[src/rtl/cwsr_pkg.sv]
package cwsr_pkg;

    localparam int STATUS_ADDR = 0;
    localparam int NOTIFY_ADDR = 1;

    typedef struct packed {
        logic rd_status;
        logic wr_status;
        logic rd_notify;
        logic wr_notify;
        logic other_access;
    } bus_dec_t;

endpackage

[src/rtl/cwsr_bus_decode.sv]
module cwsr_bus_decode #(
    parameter int ADDR_W = 2
) (
    input  logic              sel_i,
    input  logic              wr_i,
    input  logic [ADDR_W-1:0] addr_i,
    output cwsr_pkg::bus_dec_t dec_o
);
    localparam logic [ADDR_W-1:0] A_STATUS = ADDR_W'(cwsr_pkg::STATUS_ADDR);
    localparam logic [ADDR_W-1:0] A_NOTIFY = ADDR_W'(cwsr_pkg::NOTIFY_ADDR);

    logic hit_status;
    logic hit_notify;

    always_comb begin
        hit_status         = (addr_i == A_STATUS);
        hit_notify         = (addr_i == A_NOTIFY);
        dec_o.rd_status    = sel_i && !wr_i && hit_status;
        dec_o.wr_status    = sel_i &&  wr_i && hit_status;
        dec_o.rd_notify    = sel_i && !wr_i && hit_notify;
        dec_o.wr_notify    = sel_i &&  wr_i && hit_notify;
        dec_o.other_access = sel_i && !hit_status;
    end
endmodule

[src/rtl/cwsr_status_reg.sv]
module cwsr_status_reg #(
    parameter int WIDTH     = 8,
    parameter int STOP_BITS = 3
) (
    input  logic               clk_i,
    input  logic               rst_ni,
    input  cwsr_pkg::bus_dec_t dec_i,
    input  logic [WIDTH-1:0]   wdata_i,
    input  logic [WIDTH-1:0]   hw_set_i,
    output logic [WIDTH-1:0]   status_o,
    output logic               cmp_valid_o
);
    localparam logic [WIDTH-1:0] RST_VAL = WIDTH'((1 << STOP_BITS) - 1);

    typedef struct packed {
        logic [WIDTH-1:0] status;
        logic [WIDTH-1:0] cmp;
        logic             valid;
    } st_t;

    st_t st_q;
    st_t st_d;
    logic [WIDTH-1:0] match;

    always_comb begin
        st_d  = st_q;
        match = ~(st_q.status ^ st_q.cmp);
        if (dec_i.rd_status) begin
            st_d.cmp   = st_q.status;
            st_d.valid = 1'b1;
        end
        if (dec_i.other_access) begin
            st_d.valid = 1'b0;
        end
        if (dec_i.wr_status) begin
            if (st_q.valid) begin
                st_d.status = (st_q.status & ~match) | (wdata_i & match);
            end
            st_d.valid = 1'b0;
        end
        st_d.status = st_d.status | hw_set_i;
    end

    always_ff @(posedge clk_i) begin
        if (!rst_ni) begin
            st_q.status <= RST_VAL;
            st_q.cmp    <= '0;
            st_q.valid  <= 1'b0;
        end else begin
            st_q <= st_d;
        end
    end

    assign status_o    = st_q.status;
    assign cmp_valid_o = st_q.valid;
endmodule

[src/rtl/cwsr_notify_reg.sv]
module cwsr_notify_reg #(
    parameter int WIDTH = 8
) (
    input  logic               clk_i,
    input  logic               rst_ni,
    input  cwsr_pkg::bus_dec_t dec_i,
    input  logic [WIDTH-1:0]   wdata_i,
    output logic [WIDTH-1:0]   notify_o
);
    logic [WIDTH-1:0] notify_d;
    logic [WIDTH-1:0] notify_q;

    always_comb begin
        notify_d = notify_q;
        if (dec_i.wr_notify) begin
            notify_d = wdata_i;
        end
    end

    always_ff @(posedge clk_i) begin
        if (!rst_ni) begin
            notify_q <= '0;
        end else begin
            notify_q <= notify_d;
        end
    end

    assign notify_o = notify_q;
endmodule

[src/rtl/cwsr_irq.sv]
module cwsr_irq #(
    parameter int WIDTH = 8
) (
    input  logic [WIDTH-1:0] status_i,
    input  logic [WIDTH-1:0] enable_i,
    output logic             irq_o
);
    logic [WIDTH-1:0] pending;

    for (genvar b = 0; b < WIDTH; b++) begin : g_pend
        assign pending[b] = status_i[b] & enable_i[b];
    end

    assign irq_o = |pending;
endmodule

[src/rtl/cwsr_top.sv]
module cwsr_top #(
    parameter int WIDTH     = 8,
    parameter int STOP_BITS = 3,
    parameter int ADDR_W    = 2
) (
    input  logic              clk_i,
    input  logic              rst_ni,
    input  logic              bus_sel_i,
    input  logic              bus_wr_i,
    input  logic [ADDR_W-1:0] bus_addr_i,
    input  logic [WIDTH-1:0]  bus_wdata_i,
    output logic [WIDTH-1:0]  bus_rdata_o,
    input  logic [WIDTH-1:0]  hw_set_i,
    output logic [WIDTH-1:0]  status_o,
    output logic              irq_o
);
    cwsr_pkg::bus_dec_t dec;
    logic [WIDTH-1:0]   status_q;
    logic [WIDTH-1:0]   notify_q;
    logic               cmp_valid;

    cwsr_bus_decode #(.ADDR_W(ADDR_W)) dec_i (
        .sel_i  (bus_sel_i),
        .wr_i   (bus_wr_i),
        .addr_i (bus_addr_i),
        .dec_o  (dec)
    );

    cwsr_status_reg #(.WIDTH(WIDTH), .STOP_BITS(STOP_BITS)) stat_i (
        .clk_i       (clk_i),
        .rst_ni      (rst_ni),
        .dec_i       (dec),
        .wdata_i     (bus_wdata_i),
        .hw_set_i    (hw_set_i),
        .status_o    (status_q),
        .cmp_valid_o (cmp_valid)
    );

    cwsr_notify_reg #(.WIDTH(WIDTH)) ntf_i (
        .clk_i    (clk_i),
        .rst_ni   (rst_ni),
        .dec_i    (dec),
        .wdata_i  (bus_wdata_i),
        .notify_o (notify_q)
    );

    cwsr_irq #(.WIDTH(WIDTH)) irq_i (
        .status_i (status_q),
        .enable_i (notify_q),
        .irq_o    (irq_o)
    );

    always_comb begin
        bus_rdata_o = '0;
        if (dec.rd_status) begin
            bus_rdata_o = status_q;
        end else if (dec.rd_notify) begin
            bus_rdata_o = notify_q;
        end
    end

    assign status_o = status_q;
endmodule

[config.mk]
export PLATFORM = sky130hd
export DESIGN_NAME = cwsr_top
export DESIGN_NICKNAME = d
export VERILOG_FILES = /design/src/rtl/cwsr_pkg.sv /design/src/rtl/cwsr_bus_decode.sv /design/src/rtl/cwsr_status_reg.sv /design/src/rtl/cwsr_notify_reg.sv /design/src/rtl/cwsr_irq.sv /design/src/rtl/cwsr_top.sv
export SDC_FILE = /design/constraint.sdc
export NUM_CORES = 1
export LEC_CHECK = 0
export CORE_MARGIN = 10
export CORE_UTILIZATION = 60
export DETAILED_ROUTE_END_ITERATION = 6
export DONT_BUFFER_PORTS = 1
export PLACE_DENSITY_LB_ADDON = 0.12
export SLEW_MARGIN = 5
export SYNTH_ARGS = -nofsm -noshare
export SYNTH_HDL_FRONTEND = slang
export SYNTH_SLANG_ARGS = --single-unit
[constraint.sdc]
create_clock -name clk_i -period 3 [get_ports clk_i]
set_input_delay 0.3 -clock clk_i [delete_from_list [all_inputs] [get_ports clk_i]]
set_output_delay 0.3 -clock clk_i [all_outputs]
set_load 0.02 [all_outputs]
# [Word-level counts from Yosys, hierarchy flattened]
# Cells that the tools add are included.
[totals] elab_cells=37 reg_bits=25
[classes] n_eq_ne=1 n_reduce_logical=12 bitwise_logic=16 n_mux=4
[ops] cell="8-bit 2-to-1 mux" n=4
[ops] cell="8-bit AND" n=2
[ops] cell="8-bit inverter" n=2
[ops] cell="8-bit OR" n=2
[ops] cell="1-bit AND" n=8
[ops] cell="8-bit OR reduction" n=1
[ops] cell="8-bit bitwise XOR" n=1
[ops] cell="1-bit logical AND" n=7
[ops] cell="3-bit OR reduction" n=1
[ops] cell="2-bit by 1-bit equality test with 1-bit output, second input constant" n=1
[ops] cell="1-bit logical NOT" n=2
[ops] cell="2-bit logical NOT" n=1
[ops] cell="1-bit inverter" n=1

# [Longest topological paths before layout]
# Gate-level depths: netlist of run 1.
[depth] depth_word=8 depth_mapped=4

# [Modules after synthesis]
# From an unflattened synthesis of run 1, not the netlist that was laid out.
[hier_totals] cells_unflattened=137 area_unflattened_um2=1350.0
[by_module_without_submodules] mod="cwsr_status_reg" area_per_inst_um2=850.8 seq_area_each_um2=340.3 cells_per_inst=88 instances=1
[by_module_without_submodules] mod="cwsr_notify_reg" area_per_inst_um2=301.5 seq_area_each_um2=160.2 cells_per_inst=25 instances=1
[by_module_without_submodules] mod="cwsr_top" area_per_inst_um2=102.6 seq_area_each_um2=0.0 cells_per_inst=14 instances=1
[by_module_without_submodules] mod="cwsr_bus_decode" area_per_inst_um2=58.8 seq_area_each_um2=0.0 cells_per_inst=5 instances=1
[by_module_without_submodules] mod="cwsr_irq" area_per_inst_um2=36.3 seq_area_each_um2=0.0 cells_per_inst=5 instances=1

# [Least setup slack after synthesis of run 1]
# Ideal clock, no wire load.
[synth_path] kind="input port to output port" startpoint="input port bus_wr_i" endpoint="output port bus_rdata_o[0]" path_stages=4 required_time_ns=2.700 path_buffers=1 t_arrival_ns=1.021 path_slack_ns=1.679 cell_sequence="nor4bb_1 -> clkbuf_1 -> nand2_1 -> nand2_1"
[synth_via] elab_chain_cells=5 elab_cells_between_ends=6
[synth_lines] element="start: declaration" line_no="cwsr_top.sv:9" rtl="input logic bus_wr_i,"
[synth_lines] element="1-bit logical NOT *" line_no="cwsr_bus_decode.sv:18, cwsr_bus_decode.sv:20"
[synth_lines] element="1-bit logical AND *" line_no="cwsr_bus_decode.sv:18, cwsr_bus_decode.sv:20"
[synth_lines] element="1-bit logical AND" line_no="cwsr_bus_decode.sv:20" rtl="dec_o.rd_notify = sel_i && !wr_i && hit_notify;"
[synth_lines] element="8-bit 2-to-1 mux" line_no="cwsr_top.sv:57" rtl="end else if (dec.rd_notify) begin"
[synth_lines] element="8-bit 2-to-1 mux *" line_no="cwsr_top.sv:55" rtl="if (dec.rd_status) begin"
[synth_lines] element="end: declaration" line_no="cwsr_top.sv:12" rtl="output logic [WIDTH-1:0] bus_rdata_o,"
# Every way passes the cells marked *; elsewhere a longest branch is shown, timed or not.

# [Worst setup path after layout of run 1]
[layout_path] startpoint="register stat_i.st_q (netlist bit stat_i.status_o[7])" endpoint="output port irq_o"
[layout_via] elab_chain_cells=2
[layout_lines] element="start: declaration" line_no="cwsr_status_reg.sv:21" rtl="st_t st_q;"
[layout_lines] element="start signal: assignment" line_no="cwsr_status_reg.sv:50" rtl="st_q <= st_d;"
[layout_lines] element="1-bit AND" line_no="cwsr_irq.sv:11" rtl="assign pending[b] = status_i[b] & enable_i[b];"
[layout_lines] element="8-bit OR reduction" line_no="cwsr_irq.sv:14" rtl="assign irq_o = |pending;"
[layout_lines] element="end: declaration" line_no="cwsr_top.sv:15" rtl="output logic irq_o"
# Every way passes these cells.

==> results of run 1 <==
==> metal layers <==
layer | wire length, um | vias up
li1 | - | 534
met1 | 1285 | 497
met2 | 1421 | 40
met3 | 358 | 2
met4 | 14 | 0
met5 | 0 | -
==> power by group <==
| group | leakage (nW) | total, W | switching, W | internal [W] |
|---|---|---|---|---|
| combinational | 0.216 | 0.0000384 | 0.0000186 | 0.0000198 |
| sequential | 0.204 | 0.000360 | 0.0000182 | 0.000342 |
| clock | 0.0177 | 0.000149 | 0.0000989 | 0.0000499 |
| total | 0.438 | 0.000547 | 0.000136 | 0.000412 |
==> cell families after synthesis <==
logic type | after synthesis | share of synthesized area
simple gates | 73 | 0.2910
compound gates | 40 | 0.2471
buf+inv | 18 | 0.08015
flops | 25 | 0.3817
==> metrics by stage <==
stage                       util  setup slack, ps  total power, W  instances
after floorplan                -             1679       0.0004072        156
after global placement    0.6225             1505       0.0004050        169
after detailed placement  0.6225             1496       0.0004066        169
after CTS                 0.6361             1349       0.0005535        173
after global routing      0.6361             1297       0.0005757        173
final                     0.6361             1376       0.0005474        173
==> registers in the layout (all words and copies together), names as in the netlist <==
name / flops
ntf_i.notify_o: 8
stat_i.st_q: 8
stat_i.status_o: 8
stat_i.cmp_valid_o: 1
==> synth_stat cells, drive strengths merged <==
cell type,number,share of area
o21ai,3,0.011
nand2b,1,0.0048
nor3b,5,0.029
nand4b,1,0.0067
buf,9,0.054
nand2,56,0.16
inv,3,0.0086
a31oi,3,0.014
and4b,1,0.0076
nand4bb,1,0.021
nand4,1,0.0048
a21boi,17,0.097
a22oi,4,0.023
nor4bb,1,0.0076
dfxtp,25,0.38
clkbuf,6,0.017
nor2b,3,0.014
nor4b,1,0.018
a2111o,5,0.043
o311a,5,0.038
and4bb,1,0.0095
o32ai,3,0.020
or4b,1,0.0076
==> final cells by class <==
type | instances | area, um^2
clock buffer | 3 | 22.52
clock inverter | 1 | 5.005
fill | 183 | 735.7
inverter | 3 | 11.26
multi-input combinational | 113 | 705.7
sequential | 25 | 500.5
tap | 27 | 33.78
timing repair buffer | 1 | 7.507
==> worst max-delay path by stage <==
stage / to / depth (start not counted) / slack [ps]
after floorplan: bus_rdata_o[0] / 4 / 1680
after CTS: irq_o / 2 / 1350
final: irq_o / 2 / 1380
after global placement: bus_rdata_o[2] / 3 / 1510
after detailed placement: bus_rdata_o[6] / 3 / 1500
after global routing: irq_o / 2 / 1300
==> results.md, run 1 <==
* Setup crit end kind: output port
* Die W at 66.75 um
* Grt met2 use at 0.2346
* Worst stage delay on the critical path at 440 ps
* Design area at 1286 um^2
* Register-to-Register Path Depth at 3
* Setup bufs post-CTS at 0
* Core area at 2022 um^2
* Hold endpoint: stat_i.status_o[2]
* Synth unique cells at 24
* DRC at 0
* Flops & latches, synth at 25
* Crit path kind: reg -> out
* R2R setup slack at 1540 ps
* Pwr Density at 425.6 nW/um^2
* Clock skew at 12.42 ps
* Worst Min Path Start: hw_set_i[2]
* Worst Tran Pin Value at 567.5 ps
* Mapped cell area at 1311 um^2
* Slowest-stage cell, CP: dfxtp_1
* Initial antenna violation count at 0
* Hold-fix buffers, CTS at 0
* TritonCTS buffer count at 3
* Slew Viols, Final at 0
* Routed vias/inst at 6.202
* Clock sink count at 25
* ANT nets after route at 0
* Syn_nets at 178
* Peak supply drop at 0.2777 mV
* Yosys warns at 0
* 1st-iter DRT viols at 78
* Gpl congestion at 0.7060
* Final net count at 169
* Worst Setup Start Kind: register
* Clock transition at path regs at 140 ps
* Final setup violation count at 0
* Final min period at 1624 ps
* Average cell area after synthesis at 8.406 um^2
* LEAKAGE at 0.4375 nW
* Max_cap viols at 0
* Hold path depth at 2
* DR vias at 1,073
* Max_slew headroom at 0.6200
* Crit path cell chain: a22oi_1, nand4_1
* Largest net degree at the start of global routing at 26
* Total track usage at 0.1448
* First-pass GRT wire length at 5119 um
* Mapped Cells at 156
* CTS resizes at 0
* Share of cells above drive strength 1 at 0.05479
* Maximum clock path buffer count at 2
* Worst hold path class: in -> reg
* CTS tree: done
* DPL Wire Length at 2247 um
* Wire length per cell at 17.80 um
* Ant. Diodes at 0
* Final hold violations at 0
* Input/output buffers at 0
* Met1 Resource Use GR at 0.1721
* I/O Pins at 39
* Most common cell after layout, fill and taps aside: nand2_1
* CP Data Arrival Time at 1320 ps
* Initial Util at 0.6485
* Gr busiest metal: met2
* GRT overflow at 0
* Worst path bufs/invs at 0
* Row cnt at 16
* Vias in the first global route at 1,048
* Post-synthesis sequential area ratio at 0.3817
* RSZ-0062 raised after global routing: false
* CP startpoint: stat_i.status_o[7]
* Worst path top cell family by delay: flip-flops
* Status: completed
* Worst path required time at 2700 ps
* Reg2reg end: stat_i.status_o[4]
* Die area at 4456 um^2
* Drt pass-1 iters at 4
* M3 GR Usage at 0.04682
* Final wirelength at 3079 um
* Worst-path fanout max at 5
* Overall die height at 66.75 um
* Clk_lat worst skew at 320 ps
* H-tree depth at 1
* Maximum clock frequency at 0.6159 GHz
* Placed Area at 1259 um^2
* Root Driver: clkbuf_4
* TNS Setup at 0 ps
* Hold Slack at 80.98 ps
* Most frequent cells in the layout: nand2_1, dfxtp_1, a21boi_1
* Area Growth Syn to Fin at -1.909%
* Period utilization at 0.5412
* Worst flop-to-flop path startpoint: stat_i.cmp_valid_o
Power figures use the tool's default switching activity.
==> inputs of run 2 (changes only) <==
--- a/config.mk
+++ b/config.mk
@@ -6,7 +6,7 @@
 export NUM_CORES = 1
 export LEC_CHECK = 0
 export CORE_MARGIN = 10
-export CORE_UTILIZATION = 60
+export CORE_UTILIZATION = 55
 export DETAILED_ROUTE_END_ITERATION = 6
 export DONT_BUFFER_PORTS = 1
 export PLACE_DENSITY_LB_ADDON = 0.12
==> constraint.sdc (replaced) <==
create_clock -name clk_i -period 1.35 [get_ports clk_i]
set_input_delay 0.135 -clock clk_i [delete_from_list [all_inputs] [get_ports clk_i]]
set_output_delay 0.135 -clock clk_i [all_outputs]
set_load 0.02 [all_outputs]
==> run 2 against run 1 <==
  * Sequential share of layout area fell by 5.5 points
  * Combinational power grew to 3.7 times the previous value
  * Utilization rose by 5.5 points
  * Clock-buffer cell count up 1
  * Clock power rose by 120%
  * Clock skew down 9.3 ps
  * Die area up 6.3%
  * Non-clock buffer count increased by 23
  * Hold slack got worse by 69 ps
  * Largest cell class unchanged
==> results.md, run 2 (synthesis gave the netlist of run 1 again) <==
* Clock skew at 3.146 ps (-9.275 ps)
* Final wirelength at 3398 um (+10%)
* Largest net degree at the start of global routing at 23 (-12%)
* Clock sink count at 25 (unchanged)
* Drt pass-1 iters at 4 (unchanged)
* Wire length per cell at 17.25 um (-3.1%)
* CP Data Arrival Time at 1170 ps (-150 ps)
* DR vias at 1,149 (+7.1%)
* Initial Util at 0.5871 (-0.06140)
* Clock Power Share at 0.256 (-0.016)
* Share of cells above drive strength 1 at 0.1420 (+0.08722)
* RSZ-0062 raised after global routing: true
* Setup crit end kind: output port
* Area Growth Syn to Fin at 17.75%
* M3 GR Usage at 0.04670 (-0.0001239)
* P_int at 0.0009576 W (+130%)
* DPL Wire Length at 2373 um (+5.6%)
* Root Driver: clkbuf_4
* Most frequent cells in the layout: nand2_1, dfxtp_1, dlygate4sd3_1
* Flop pwr share at 0.632 (-0.026)
* Maximum clock frequency at 0.7655 GHz
* Met1 Resource Use GR at 0.1970 (+0.02496)
* Slew Viols, Final at 0 (unchanged)
* Crit path cell chain: a22oi_2, nand4_1
* Cells after DPL at 175 (+3.6%)
* Net Switching at 0.0003116 W (+130%)
* Ant. Diodes at 0 (unchanged)
* Final setup violation count at 0 (unchanged)
* Gr busiest metal: met2
* Fin util at 0.6913 (+0.05518)
* Grt met2 use at 0.2719 (+0.03729)
* Max_slew headroom at 0.5533 (-0.06676)
* Setup ws final at 43.66 ps (-1333 ps)
* 1st-iter DRT viols at 79 (+1.3%)
* H-tree depth at 1 (unchanged)
* Initial antenna violation count at 0 (unchanged)
* Comb pwr share at 0.112 (+0.042)
* Worst path required time at 1220 ps (-1480 ps)
* Most common cell after layout, fill and taps aside: nand2_1
* Final net count at 192 (+14%)
* TNS Setup at 0 ps (unchanged)
* Overall die height at 68.83 um (+3.1%)
* Cell Count, Final, Fillers Out at 197 (+14%)
* Worst path bufs/invs at 0 (unchanged)
* Peak supply drop at 0.7919 mV (+190%)
* Row cnt at 17 (+1)
* First-pass GRT wire length at 5927 um (+16%)
* Slowest-stage cell, CP: dfxtp_4
* Die area at 4737 um^2 (+6.3%)
* Final min period at 1306 ps
* Gpl congestion at 0.7382 (+4.6%)
* Clk_lat worst skew at 310 ps (about the same)
* Worst stage delay on the critical path at 410 ps (-30 ps)
* Die W at 68.83 um (+3.1%)
* Input/output buffers at 0 (unchanged)
* Max_cap viols at 0 (unchanged)
* Worst Setup Start Kind: register
* Setup Slack @ Placement at 132.4 ps (-1364 ps)
* Total track usage at 0.1618 (+0.01696)
* ANT nets after route at 0 (unchanged)
* Vias in the first global route at 1,173 (+12%)
* DRC at 0 (unchanged)
* Routed vias/inst at 5.832 (-6.0%)
* GRT overflow at 0 (unchanged)
* Hold Slack at 12.28 ps (-68.70 ps)
* LEAKAGE at 0.5366 nW (+23%)
* Worst Tran Pin Value at 667.9 ps (+100.3 ps)
* Period utilization at 0.9677
* Maximum clock path buffer count at 2 (unchanged)
* TritonCTS buffer count at 3 (unchanged)
* Worst path top cell family by delay: flip-flops
* CTS tree: done
* Status: completed
* Pwr Density at 822.0 nW/um^2 (+93%)
* Final hold violations at 0 (unchanged)
* Core area at 2233 um^2 (+10%)
* Worst hold path class: in -> reg
* Worst-path fanout max at 5 (unchanged)
* Crit path kind: reg -> out
* Clock transition at path regs at 130 ps (about the same)
* Switching power share of the total at 0.2455 (-0.002371)
* I/O Pins at 39 (unchanged)
==> run 2: changes by cell type in the layout (fill, tap and decap cells not counted), sizes merged <==
cell and change:
dlygate4sd3 +18, buf +5, clkbuf +1, clkinv -1
==> run 2: layer usage <==
metal,up-vias,wire (um)
li1,580,-
met1,519,1331
met2,46,1653
met3,4,380
met4,0,32
met5,-,0
==> run 2: stage by stage <==
step,cell area (um^2),power [W]
2_1_floorplan,1311,0.0009049
3_3_place_gp,1297,0.0009035
3_5_place_dp,1297,0.0009057
4_1_cts,1525,0.001282
5_1_grt,1544,0.001332
6_report,1544,0.001269
==> run 2: worst register-to-register path, cell delays in order, from the launching register on <==
cell and delay, ps:
dfxtp_2 440, nand2_1 80, a2111o_1 400, o311a_1 120
==> run 2: what timing repair did <==
item	CTS	global route
endpoints found under the hold margin	25	0
hold buffers	18	0
endpoints found under the setup margin	1	3
setup buffers	0	0
pin swaps	2	1
gates resized for setup	9	6
==> run 2: worst paths after layout <==
| check | from | to | slack (ps) | cells after the start |
|---|---|---|---|---|
| worst min-delay path | bus_wdata_i[0] | stat_i.status_o[0] | 10 | 2 |
| worst max-delay path | stat_i.status_o[4] | irq_o | 40 | 2 |
| worst min register to register | stat_i.st_q[3] | stat_i.st_q[3] | 480 | 2 |
| worst max register to register | stat_i.cmp_valid_o | stat_i.status_o[7] | 210 | 3 |
==> run 2: area by class of cell <==
class / count / area (um^2)
clock buffers: 4 / 26.28
repair buffers: 24 / 225.2
well taps: 28 / 35.03
flip-flops and latches: 25 / 515.5
multi-input cells: 113 / 730.7
inverters: 3 / 11.26
fillers: 201 / 689.4
==> run 2: power by group through the flow <==
stage | clock [W] | sequential [W] | combinational (W)
3_3_place_gp | 0 | 0.000815 | 0.0000881
4_1_cts | 0.000339 | 0.000802 | 0.000141
2_1_floorplan | 0 | 0.000794 | 0.000111
6_report | 0.000325 | 0.000802 | 0.000142
3_5_place_dp | 0 | 0.000816 | 0.0000898
5_1_grt | 0.000370 | 0.000806 | 0.000156
